**src/rtl/evt_irq_pkg.sv**
```systemverilog
package evt_irq_pkg;

  // One strobe per kind of register access, decoded for the current cycle.
  typedef struct packed {
    logic loadAll;   // plain write: replace all writable bits
    logic setBits;   // set-alias write: OR the ones in
    logic clrBits;   // clear-alias write: remove the ones
    logic readHit;   // address falls on one of the three aliases
  } regStrobeT;

endpackage

```
**src/rtl/evt_irq_ctrl.sv**
```systemverilog
module evt_irq_ctrl
  import evt_irq_pkg::*;
#(
  parameter int ADDR_W   = 8,
  parameter int BASE_OFF = 'h00,
  parameter int SET_OFF  = 'h04,
  parameter int CLR_OFF  = 'h08
) (
  input  logic              clk,
  input  logic              rstN,
  input  logic [ADDR_W-1:0] busAddr,
  input  logic              busWrEn,
  output regStrobeT         strb
);

  localparam logic [ADDR_W-1:0] BASE_A = ADDR_W'(BASE_OFF);
  localparam logic [ADDR_W-1:0] SET_A  = ADDR_W'(SET_OFF);
  localparam logic [ADDR_W-1:0] CLR_A  = ADDR_W'(CLR_OFF);

  logic hitBase;
  logic hitSet;
  logic hitClr;

  assign hitBase = (busAddr == BASE_A);
  assign hitSet  = (busAddr == SET_A);
  assign hitClr  = (busAddr == CLR_A);

  always_comb begin
    strb.loadAll = busWrEn && hitBase;
    strb.setBits = busWrEn && hitSet;
    strb.clrBits = busWrEn && hitClr;
    strb.readHit = hitBase || hitSet || hitClr;
  end

  // at most one kind of write is decoded in any cycle.
  assert_one_write_kind_R9: assert property (@(posedge clk) disable iff (!rstN)
    $onehot0({strb.loadAll, strb.setBits, strb.clrBits}));

  // no write strobe without a bus write.
  assert_no_write_idle_R9: assert property (@(posedge clk) disable iff (!rstN)
    !busWrEn |-> !(strb.loadAll || strb.setBits || strb.clrBits));

endmodule

```
**src/rtl/evt_irq_dp.sv**
```systemverilog
module evt_irq_dp
  import evt_irq_pkg::*;
#(
  parameter int REG_W   = 32,
  parameter int NUM_EVT = 8
) (
  input  logic               clk,
  input  logic               rstN,
  input  regStrobeT          strb,
  input  logic [REG_W-1:0]   wrData,
  input  logic [NUM_EVT-1:0] evtPulse,
  output logic [NUM_EVT-1:0] statusQ,
  output logic [NUM_EVT-1:0] enableQ,
  output logic               irqOut
);

  localparam int ENA_LSB = NUM_EVT;

  logic [NUM_EVT-1:0] wrFlag;
  logic [NUM_EVT-1:0] wrEna;
  logic [NUM_EVT-1:0] statusNxt;
  logic [NUM_EVT-1:0] enableNxt;

  assign wrFlag = wrData[NUM_EVT-1:0];
  assign wrEna  = wrData[ENA_LSB +: NUM_EVT];

  generate
    for (genvar i = 0; i < NUM_EVT; i++) begin : g_bit
      logic flagSw;
      logic enaSw;

      // Software view of this flag; the event pulse is ORed on top, so it wins.
      always_comb begin
        flagSw = statusQ[i];
        if (strb.loadAll)      flagSw = wrFlag[i];
        else if (strb.setBits) flagSw = statusQ[i] | wrFlag[i];
        else if (strb.clrBits) flagSw = statusQ[i] & ~wrFlag[i];
        statusNxt[i] = flagSw | evtPulse[i];
      end

      always_comb begin
        enaSw = enableQ[i];
        if (strb.loadAll)      enaSw = wrEna[i];
        else if (strb.setBits) enaSw = enableQ[i] | wrEna[i];
        else if (strb.clrBits) enaSw = enableQ[i] & ~wrEna[i];
        enableNxt[i] = enaSw;
      end

      // a pulse always leaves its flag set.
      assert_evt_sets_R2: assert property (@(posedge clk) disable iff (!rstN)
        evtPulse[i] |=> statusQ[i]);

      // a clear alias write loses against a pulse on the same bit.
      assert_evt_beats_clr_R6: assert property (@(posedge clk) disable iff (!rstN)
        (strb.clrBits && wrFlag[i] && evtPulse[i]) |=> statusQ[i]);

      // a clear with no pulse drops the flag.
      assert_clr_drops_R5: assert property (@(posedge clk) disable iff (!rstN)
        (strb.clrBits && wrFlag[i] && !evtPulse[i]) |=> !statusQ[i]);

      // a set alias write raises the enable.
      assert_set_ena_R4: assert property (@(posedge clk) disable iff (!rstN)
        (strb.setBits && wrEna[i]) |=> enableQ[i]);
    end
  endgenerate

  always_ff @(posedge clk or negedge rstN) begin
    if (!rstN) begin
      statusQ <= '0;
      enableQ <= '0;
      irqOut  <= 1'b0;
    end else begin
      statusQ <= statusNxt;
      enableQ <= enableNxt;
      irqOut  <= |(statusQ & enableQ);
    end
  end

  // the interrupt follows the masked flags one cycle later.
  assert_irq_follows_R8: assert property (@(posedge clk) disable iff (!rstN)
    (|(statusQ & enableQ)) |=> irqOut);
  assert_irq_quiet_R8: assert property (@(posedge clk) disable iff (!rstN)
    !(|(statusQ & enableQ)) |=> !irqOut);

  // enables move only on a register write.
  assert_ena_hold_R4: assert property (@(posedge clk) disable iff (!rstN)
    !(strb.loadAll || strb.setBits || strb.clrBits) |=> $stable(enableQ));

endmodule

```
**src/rtl/evt_irq_reg.sv**
```systemverilog
module evt_irq_reg
  import evt_irq_pkg::*;
#(
  parameter int ADDR_W   = 8,
  parameter int REG_W    = 32,
  parameter int NUM_EVT  = 8,
  parameter int BASE_OFF = 'h00,
  parameter int SET_OFF  = 'h04,
  parameter int CLR_OFF  = 'h08
) (
  input  logic               clk,
  input  logic               rstN,
  input  logic [ADDR_W-1:0]  busAddr,
  input  logic               busWrEn,
  input  logic [REG_W-1:0]   busWrData,
  output logic [REG_W-1:0]   busRdData,
  input  logic [NUM_EVT-1:0] evtPulse,
  output logic               irqOut
);

  localparam int USED_W = 2 * NUM_EVT;
  localparam int RSVD_W = REG_W - USED_W;

  regStrobeT          strb;
  logic [NUM_EVT-1:0] statusQ;
  logic [NUM_EVT-1:0] enableQ;

  evt_irq_ctrl #(
    .ADDR_W  (ADDR_W),
    .BASE_OFF(BASE_OFF),
    .SET_OFF (SET_OFF),
    .CLR_OFF (CLR_OFF)
  ) i_ctrl (
    .clk    (clk),
    .rstN   (rstN),
    .busAddr(busAddr),
    .busWrEn(busWrEn),
    .strb   (strb)
  );

  evt_irq_dp #(
    .REG_W  (REG_W),
    .NUM_EVT(NUM_EVT)
  ) i_dp (
    .clk     (clk),
    .rstN    (rstN),
    .strb    (strb),
    .wrData  (busWrData),
    .evtPulse(evtPulse),
    .statusQ (statusQ),
    .enableQ (enableQ),
    .irqOut  (irqOut)
  );

  assign busRdData = strb.readHit ? {{RSVD_W{1'b0}}, enableQ, statusQ} : '0;

  // the reserved upper bits never read back as one.
  assert_rsvd_zero_R7: assert property (@(posedge clk) disable iff (!rstN)
    busRdData[REG_W-1:USED_W] == '0);

  // unmapped addresses read as zero.
  assert_unmapped_zero_R9: assert property (@(posedge clk) disable iff (!rstN)
    !strb.readHit |-> (busRdData == '0));

endmodule

```
**config.mk**
```make
export PLATFORM = sky130hd
export DESIGN_NAME = evt_irq_reg
export DESIGN_NICKNAME = d
export VERILOG_FILES = /design/src/rtl/evt_irq_pkg.sv /design/src/rtl/evt_irq_ctrl.sv /design/src/rtl/evt_irq_dp.sv /design/src/rtl/evt_irq_reg.sv
export SDC_FILE = /design/constraint.sdc
export NUM_CORES = 1
export LEC_CHECK = 0
export BUFFER_PORTS_ARGS = -buffer_cell sky130_fd_sc_hd__buf_2
export CAP_MARGIN = 20
export CORE_MARGIN = 2
export CORE_UTILIZATION = 36
export DETAILED_ROUTE_END_ITERATION = 6
export PLACE_DENSITY = 0.73
export SLEW_MARGIN = 30
export SYNTH_ARGS = -nofsm -noshare
export SYNTH_HDL_FRONTEND = slang
export SYNTH_HIERARCHICAL = 1
export SYNTH_SLANG_ARGS = --single-unit
```
**constraint.sdc**
```tcl
create_clock -name clk -period 2.38 [get_ports clk]
set_clock_uncertainty 0.05 [all_clocks]
set_input_delay 0.476 -clock clk [delete_from_list [all_inputs] [get_ports clk]]
set_output_delay 0.476 -clock clk [all_outputs]
set_load 0.1 [all_outputs]
```
==> flow_summary_export.csv, run 1 <==
group,metric,value,unit
finish,antennaDiodeCount,0,
sta,setup_viol,16,
finish,regArea,425,um2
global_route,track_usage,16.3,%
power_and_ir_drop,power_density,434,mW/mm2
outcome,violations,"negative setup slack",
route,wl,2650,um
yosys,synthMuxAreaShare,0,%
cts,clk_path_buf_depth,2,
critical_path,rr_worst_depth,2,
global_route,grt_max_degree,18,
die,rows,20,
critical_path,worstPathArrival,1.88,ns
yosys,synth_seq_cells,17,
sta,setup_tns,-0.248,ns
power_and_ir_drop,total_power,726,uW
critical_path,r2r-end,"i_dp/statusQ[2]",
sta,rsz0062_at_grt,"true",
yosys,synth-simple-area-share,27.3,%
critical_path,startpoint_type,"primary input",
die,die_w,59.6,um
critical_path,end_kind,"primary output",
critical_path,worstPathMaxFanout,16,
critical_path,slowest_stage,"or4_4",
critical_path,worstSetupPathType,"in2out",
yosys,synth.distinct_cells,23,
finish,nets,216,
critical_path,r2r-start,"i_dp/statusQ[2]",
route,via_per_inst,5.02,
cts,cts_tree,"yes",
finish,mostFrequentLayoutCell,"buf_2",
placed_design,dp_hpwl,2210,um
critical_path,crit_buf_inv,3,
sta,worst_slack,-0.0288,ns
route,first_pass_iters,4,
die,start_util,37.0,%
route,vias,988,
yosys,netlist_instances,109,
critical_path,cpPeakStageDelay,0.54,ns
sta,hold_violations,0,
route,drt-initial-drc-count,37,
die,die_h,59.6,um
outcome,status,"complete, but fails checks",
cts,ctsHtreeMaxLevel,1,
sta,finalCritPeriodShare,101,%
global_route,grt_pass1_vias,993,
cts,cts.sink_count,17,
global_route,grt_pass1_wl,4370,um
yosys,synth_top_family_by_area,"simple AND/OR/NAND/NOR gates",
yosys,synth-compound-area-share,18.4,%
die,core_area,0.00300,mm2
flow_run,cap_violations,0,
power_and_ir_drop,irDropWorstVdd,0.000241,V
critical_path,worstPathRequired,1.85,ns
route,wl_per_cell,13.4,um
finish,multi_input_area,613,um2
critical_path,cp_cell_sequence,"buf_6, or4_4, a2111oi_4, buf_12, and2_4, buf_12",
cts,cts_buffers,3,
min_path,hp-class,"in2async",
sta,slew_viol_final,0,
sta,layout_min_cycle_time,2.41,ns
critical_path,cp_top_family,"simple AND/OR/NAND/NOR gates",
critical_path,ff2ff_setup_slack,1.32,ns
global_route,gr-total-overflow,0,
finish,final_cell_mix,"buf_2 (34), dfrtp_1 (17), buf_12 (17)",
placed_design,gp_congestion,0.748,
finish,drive_gt1_share,53.0,%
finish,fillers,276,
placed_design,port_buffers,51,
yosys,syn_area,0.00111,mm2
route,drcViolationCount,0,
yosys,synth_warnings,6,
sta,whs,0.0406,ns
critical_path,crit_top_cell,"buf_12",
yosys,synthAdderAreaFrac,0,%
sta,max_freq,415,MHz
power_and_ir_drop,p_leak,0.000732,uW
die,die-area,0.00355,mm2
yosys,synth_xor_area_share,0,%
route,ant_nets,0,
yosys,syn_avg_cell_area,10.2,um2
yosys,ys_seq_area_share,38.2,%
finish,syn_to_final_growth,50.5,%
cts,cts_setup_buffers,0,
die,io_pins,84,
cts,clk_pin_slew,0.10,ns
cts,root_buffer,"clkbuf_4",
cts,insertion_delay,0.28,ns
global_route,antenna_found_initial,0,
-- cells by family after synthesis --
group           Yosys count
flops                    17
other cells               1
buf+inv                  23
simple gates             47
compound gates           21
-- cell type report --
type | instances | area share, %
Clock buffer | 3 | 1.35
Clock inverter | 1 | 0.299
Multi-Input combinational cell | 84 | 36.6
Tap cell | 33 | 2.47
Timing Repair Buffer | 57 | 33.4
Inverter | 2 | 0.448
Sequential cell | 17 | 25.4
-- cell usage after synthesis --
master     count  area [um2]
clkbuf_1       1        3.75
conb_1         1        3.75
and2b_4        6        60.1
and2_1         4        25.0
a32o_1         8        80.1
or2_1          1        6.26
nand4_1        1        6.26
dfrtp_1       17         425
buf_6          2        22.5
a2111oi_2      1        15.0
nor4_1         2        12.5
and2_2        12        90.1
buf_8          1        15.0
or4_4          1        11.3
a22oi_1        4        30.0
a221o_1        8        80.1
buf_4         16         120
inv_1          2        7.51
nor4b_1        1        8.76
buf_2          1        5.00
and2b_1        2        15.0
or3b_2         1        8.76
nand2_1       16        60.1
-- through the flow --
| step | util, % | area, um2 | setup slack [ns] | std cells |
|---|---|---|---|---|
| after detailed placement | 54.6 | 1640 | -0.0588 | 193 |
| after CTS | 55.8 | 1670 | -0.0297 | 197 |
| after floorplan | - | 1210 | -0.0280 | 124 |
| after global placement | 54.6 | 1640 | -0.0206 | 193 |
| after global routing | 55.8 | 1670 | -0.0824 | 197 |
| final | 55.8 | 1670 | -0.0288 | 197 |
-- power by group --
group	switching (uW)	total [uW]	internal (uW)	leakage, uW
clock	85.4	148	62.3	0.0000177
combinational	205	259	53.9	0.000524
sequential	11.8	319	308	0.000191
total	302	726	424	0.000732
-- what timing repair did --
item,CTS,global route
endpoints found under the setup margin,16,16
hold buffers,0,0
gates resized for setup,1,0
-- metal layers --
metal	wire length, um	vias to the layer above	part of all wire [%]	track usage, %
li1	-	471	-	-
met1	1090	468	41	20.2
met2	1350	49	51	29.0
met3	213	0	8.0	2.40
met4	0	0	0	5.08
met5	0	-	0	0
-- how the worst max path moves through the flow --
stage / end / slack, ns / depth (start not counted) / startpoint
3_3_place_gp: busRdData[0] / -0.02 / 6 / busAddr[1]
6_report: busRdData[0] / -0.03 / 6 / busAddr[1]
5_1_grt: busRdData[0] / -0.08 / 6 / busAddr[1]
3_5_place_dp: i_dp/statusQ[6] / -0.06 / 7 / busAddr[1]
4_1_cts: busRdData[0] / -0.03 / 6 / busAddr[1]
2_1_floorplan: busRdData[10] / -0.03 / 4 / busAddr[1]
Power figures use the tool's default switching activity.
==> run 2: changes to the inputs <==
SYNTH_HIERARCHICAL = not set   (was 1)
==> flow_summary_export.csv, run 2 <==
group,metric,value,unit
outcome,status,"complete, no violations",
die,die_h,60.0,um
cts,cts_resized,0,
cts,cts.sink_count,17,
route,wl,2920,um
sta,max_slew_margin,64.5,%
critical_path,cpPeakStageDelay,0.27,ns
critical_path,r2r-end,"i_dp.irqOut",
global_route,track_usage,17.4,%
sta,max_freq,473,MHz
route,drt-initial-drc-count,50,
power_and_ir_drop,irDropWorstVdd,0.000229,V
yosys,async_flop_share,100,%
sta,finalCritPeriodShare,88.8,%
yosys,ys_seq_area_share,37.7,%
global_route,gr-total-overflow,0,
placed_design,port_buffers,51,
global_route,antenna_found_initial,0,
yosys,synth_area_leaders,"dfrtp_1 (38%), buf_4 (13%), and2_1 (8.9%), nand2b_1 (8.9%), a221o_1 (7.1%)",
die,start_util,37.2,%
yosys,netlist_instances,115,
route,vias,1066,
power_and_ir_drop,power_density,449,mW/mm2
yosys,syn_area,0.00113,mm2
critical_path,slowest_stage,"nor4_4",
finish,final_cell_mix,"buf_2 (35), dfrtp_1 (17)",
yosys,synth.most_common_cell,"buf_4",
die,die_w,60.0,um
critical_path,cp_cell_sequence,"buf_2, nor4_4, and3_1, buf_4, and2_2, buf_12",
cts,ctsHtreeMaxLevel,1,
critical_path,end_kind,"primary output",
sta,layout_min_cycle_time,2.11,ns
global_route,grt_pass1_vias,1026,
finish,syn_to_final_growth,46.8,%
sta,tightest_slew,0.530,ns
yosys,syn_avg_cell_area,9.80,um2
sta,rsz0062_at_grt,"false",
critical_path,worstPathRequired,1.85,ns
finish,mostFrequentLayoutCell,"buf_2",
yosys,synth_edf_count,0,
finish,nets,220,
route,wl_per_cell,13.8,um
die,die-area,0.00360,mm2
critical_path,worstPathArrival,1.59,ns
sta,setup_viol,0,
sta,setup_tns,0,ns
die,rows,20,
cts,insertion_delay,0.29,ns
cts,cts_setup_buffers,0,
global_route,grt_max_degree,18,
yosys,synth_top_cell_area_share,37.7,%
route,via_per_inst,5.03,
power_and_ir_drop,p_leak,0.000731,uW
yosys,post-synth-top-area-cell,"dfrtp_1",
cts,cts_buffers,3,
route,first_pass_iters,4,
cts,postCtsHoldBufs,0,
yosys,synth_top_flop_cell,"dfrtp_1",
critical_path,rr_worst_depth,2,
die,core_area,0.00303,mm2
critical_path,ff2ff_setup_slack,1.44,ns
placed_design,dp_hpwl,2300,um
yosys,netlist_top_cells_count,"buf_4 (19), dfrtp_1 (17), and2_1 (16), nand2b_1 (16), nand3_1 (16)",
yosys,synth_warnings,0,
cts,clk_path_buf_depth,2,
flow_run,cap_violations,0,
min_path,hp-class,"in2async",
sta,hold_violations,0,
cts,cts_tree,"yes",
sta,whs,0.0420,ns
critical_path,r2r-start,"i_dp.statusQ[0]",
critical_path,worstSetupPathType,"in2out",
route,ant_nets,0,
placed_design,gp_congestion,0.778,
finish,antennaDiodeCount,0,
route,drcViolationCount,0,
finish,drive_gt1_share,45.8,%
finish,fillers,290,
yosys,synth.distinct_cells,19,
critical_path,worstPathMaxFanout,16,
die,io_pins,84,
global_route,grt_pass1_wl,4720,um
yosys,synth_seq_cells,17,
sta,slew_viol_final,0,
cts,clk_pin_slew,0.10,ns
critical_path,startpoint_type,"primary input",
cts,root_buffer,"clkbuf_4",
-- run 2: changes by cell type after synthesis, moves of 3 or more --
cell      change
nand2_1      -15
and2_2       -12
nand2b_1     +16
a22o_1        +8
nand3_1      +16
and2b_4       -6
buf_4         +3
a32o_1        -8
and2_1       +12
-- run 2: logic make-up after synthesis --
logic type	share of synthesized area, %
buffers and inverters	14.4
AO/OA/AOI/OAI	16.0
flip-flops	37.7
AND/OR/NAND/NOR	31.5
other	0.333
-- run 2: layout make-up --
cell class	count	area [um2]	area share (%)
flip-flops and latches	17	425	25.7
well taps	44	55.1	3.33
multi-input cells	91	616	37.2
clock buffers	4	26.3	1.59
repair buffers	56	533	32.2
-- run 2: worst max-delay path: cells and delay by family --
kind / cells / cell delay [ns]
simple gates: 3 / 0.64
buf+inv: 3 / 0.46
-- run 2: through the flow --
stage	total power [uW]	util [%]	setup slack, ns	std cells	area (um2)
global route	766	54.7	0.200	212	1660
detailed placement	593	53.8	0.253	208	1630
floorplan	543	-	0.0610	130	1200
global placement	585	53.8	0.264	208	1630
CTS	743	54.7	0.253	212	1660
finish	743	54.7	0.266	212	1660
-- run 2: how the worst max path moves through the flow --
stage,startpoint,end
after floorplan,busAddr[1],busRdData[10]
after global placement,busAddr[1],busRdData[3]
after detailed placement,busAddr[1],busRdData[10]
after CTS,busAddr[1],busRdData[10]
after global routing,busAddr[1],busRdData[2]
final,busAddr[1],busRdData[10]
-- run 2: layer usage --
layer  global-route usage [%]  vias up  wire length [um]
met1                     23.1      508              1200
met4                     3.81        0                21
li1                         -      489                 -
met2                     29.8       66              1410
met5                        0        -                 0
met3                     2.60        3               277
-- run 2: report_power, final --
| part | internal (uW) | switching [uW] |
|---|---|---|
| clock network | 65.2 | 90.8 |
| registers | 306 | 11.9 |
| logic | 57.1 | 212 |
| total | 428 | 314 |
==> run 3: changes to the inputs <==
BUFFER_PORTS_ARGS = -buffer_cell sky130_fd_sc_hd__buf_4   (was -buffer_cell sky130_fd_sc_hd__buf_2)
==> flow_summary_export.csv, run 3 (same netlist as run 2, synthesis figures left out) <==
group,metric,value,unit
outcome,status,"complete, no violations",
die,rows,20,
power_and_ir_drop,p_sw_share,41.7,%
power_and_ir_drop,clkPwrFrac,20.9,%
cts,cts_buffers,3,
finish,final_area,0.00156,mm2
power_and_ir_drop,p_seq_share,41.9,%
placed_design,placed_area,0.00152,mm2
cts,cts_tree,"yes",
power_and_ir_drop,p_sw,316,uW
critical_path,cp_top_family,"simple AND/OR/NAND/NOR gates",
flow_run,cap_violations,0,
sta,setup_tns,0,ns
cts,clk_path_buf_depth,2,
critical_path,worstPathMaxFanout,16,
sta,slew_viol_final,0,
power_and_ir_drop,p_int,442,uW
route,via_per_inst,4.90,
die,core_area,0.00303,mm2
cts,postCtsHoldBufs,1,
route,wl,2750,um
sta,hold_violations,0,
critical_path,worstPathRequired,1.85,ns
critical_path,path_depth,6,
placed_design,dpl_worst_slack,0.155,ns
critical_path,worstPathArrival,1.69,ns
global_route,grt_pass1_wl,4320,um
finish,nets,220,
route,drt-initial-drc-count,50,
global_route,grt_pass1_vias,902,
global_route,antenna_found_initial,0,
die,io_pins,84,
finish,drive_gt1_share,45.8,%
sta,max_slew_margin,66.4,%
route,drcViolationCount,0,
cts,ctsHtreeMaxLevel,1,
global_route,grt_max_degree,19,
route,wl_per_cell,13.0,um
critical_path,ff2ff_setup_slack,1.47,ns
critical_path,cp-endpoint,"busRdData[2]",
critical_path,cp-startpoint,"busAddr[1]",
critical_path,cpPeakStageDelay,0.28,ns
sta,layout_min_cycle_time,2.21,ns
cts,cts_setup_buffers,0,
critical_path,crit_buf_inv,3,
die,start_util,37.2,%
critical_path,r2r-start,"i_dp.statusQ[2]",
finish,antennaDiodeCount,0,
placed_design,dp_hpwl,2070,um
sta,worst_slack,0.165,ns
power_and_ir_drop,power_density,486,mW/mm2
critical_path,slowest_stage,"nor4_4",
sta,max_freq,452,MHz
power_and_ir_drop,total_power,757,uW
route,ant_nets,0,
critical_path,crit_top_cell,"buf_4",
global_route,track_usage,15.8,%
critical_path,rr_worst_depth,2,
critical_path,r2r-end,"i_dp.irqOut",
die,die_w,60.0,um
finish,fillers,281,
cts,insertion_delay,0.30,ns
die,die_h,60.0,um
min_path,hp-class,"in2reg",
sta,tightest_slew,0.502,ns
sta,rsz0062_at_grt,"false",
sta,finalCritPeriodShare,93.1,%
die,die-area,0.00360,mm2
route,vias,1039,
power_and_ir_drop,p_leak,0.000723,uW
critical_path,cp_cell_sequence,"buf_4, nor4_4, and3_1, buf_12, and2_2, buf_4",
finish,syn_to_final_growth,38.3,%
finish,mostFrequentLayoutCell,"buf_4",
critical_path,worstSetupPathType,"in2out",
min_path,min-delay-start,"evtPulse[3]",
cts,cts_resized,0,
cts,root_buffer,"clkbuf_4",
route,first_pass_iters,4,
critical_path,end_kind,"primary output",
placed_design,gp_congestion,0.769,
cts,cts.sink_count,17,
sta,setup_viol,0,
global_route,gr-total-overflow,0,
finish,final_cell_mix,"buf_4 (54), dfrtp_1 (17)",
critical_path,startpoint_type,"primary input",
placed_design,port_buffers,51,
power_and_ir_drop,p_comb_share,37.2,%
power_and_ir_drop,irDropWorstVdd,0.000229,V
cts,clk_pin_slew,0.10,ns
==> run 3: how the worst min path moves through the flow <==
| stage | cells after the start | endpoint | slack [ns] |
|---|---|---|---|
| final | 2 | i_dp.statusQ[3] | 0.32 |
| after global placement | 1 | async pin | 0.30 |
| after detailed placement | 1 | async pin | 0.30 |
| after global routing | 2 | i_dp.statusQ[2] | 0.31 |
| after CTS | 2 | i_dp.statusQ[3] | 0.32 |
| after floorplan | 0 | async pin | 0.13 |
==> run 3: per-layer routing <==
metal  up-vias  GRT usage (%)  share of wire (%)
met5         -              0                  0
met4         0           4.44               0.69
met3         2           2.60                 10
met2        61           23.4                 45
met1       485           23.5                 44
li1        491              -                  -
==> run 3: power by group through the flow <==
stage	sequential [uW]	combinational, uW	clock [uW]
final	317	282	159
after global routing	319	294	171
after CTS	317	283	160
after detailed placement	323	281	0
after global placement	322	278	0
after floorplan	363	181	0
==> run 3: layout make-up <==
type	count	area (um2)	share of cell area, %
clock inverter	1	5.00	0.321
tap	44	55.1	3.53
multi-input combinational	91	616	39.5
timing repair buffer	56	435	27.9
sequential	17	425	27.3
clock buffer	3	22.5	1.44
==> run 3: worst register-to-register path, delay by kind of cell, from the launching register on <==
family,cells,cell delay [ns]
AO/OA/AOI/OAI,1,0.22
flip-flops,1,0.42
AND/OR/NAND/NOR,1,0.11
==> run 3: through the flow <==
stage               cells  hold WS (ns)  utilization [%]
floorplan             130         0.130                -
finish                212         0.318             51.5
global route          212         0.314             51.5
CTS                   212         0.317             51.5
global placement      207         0.298             50.2
detailed placement    207         0.301             50.2
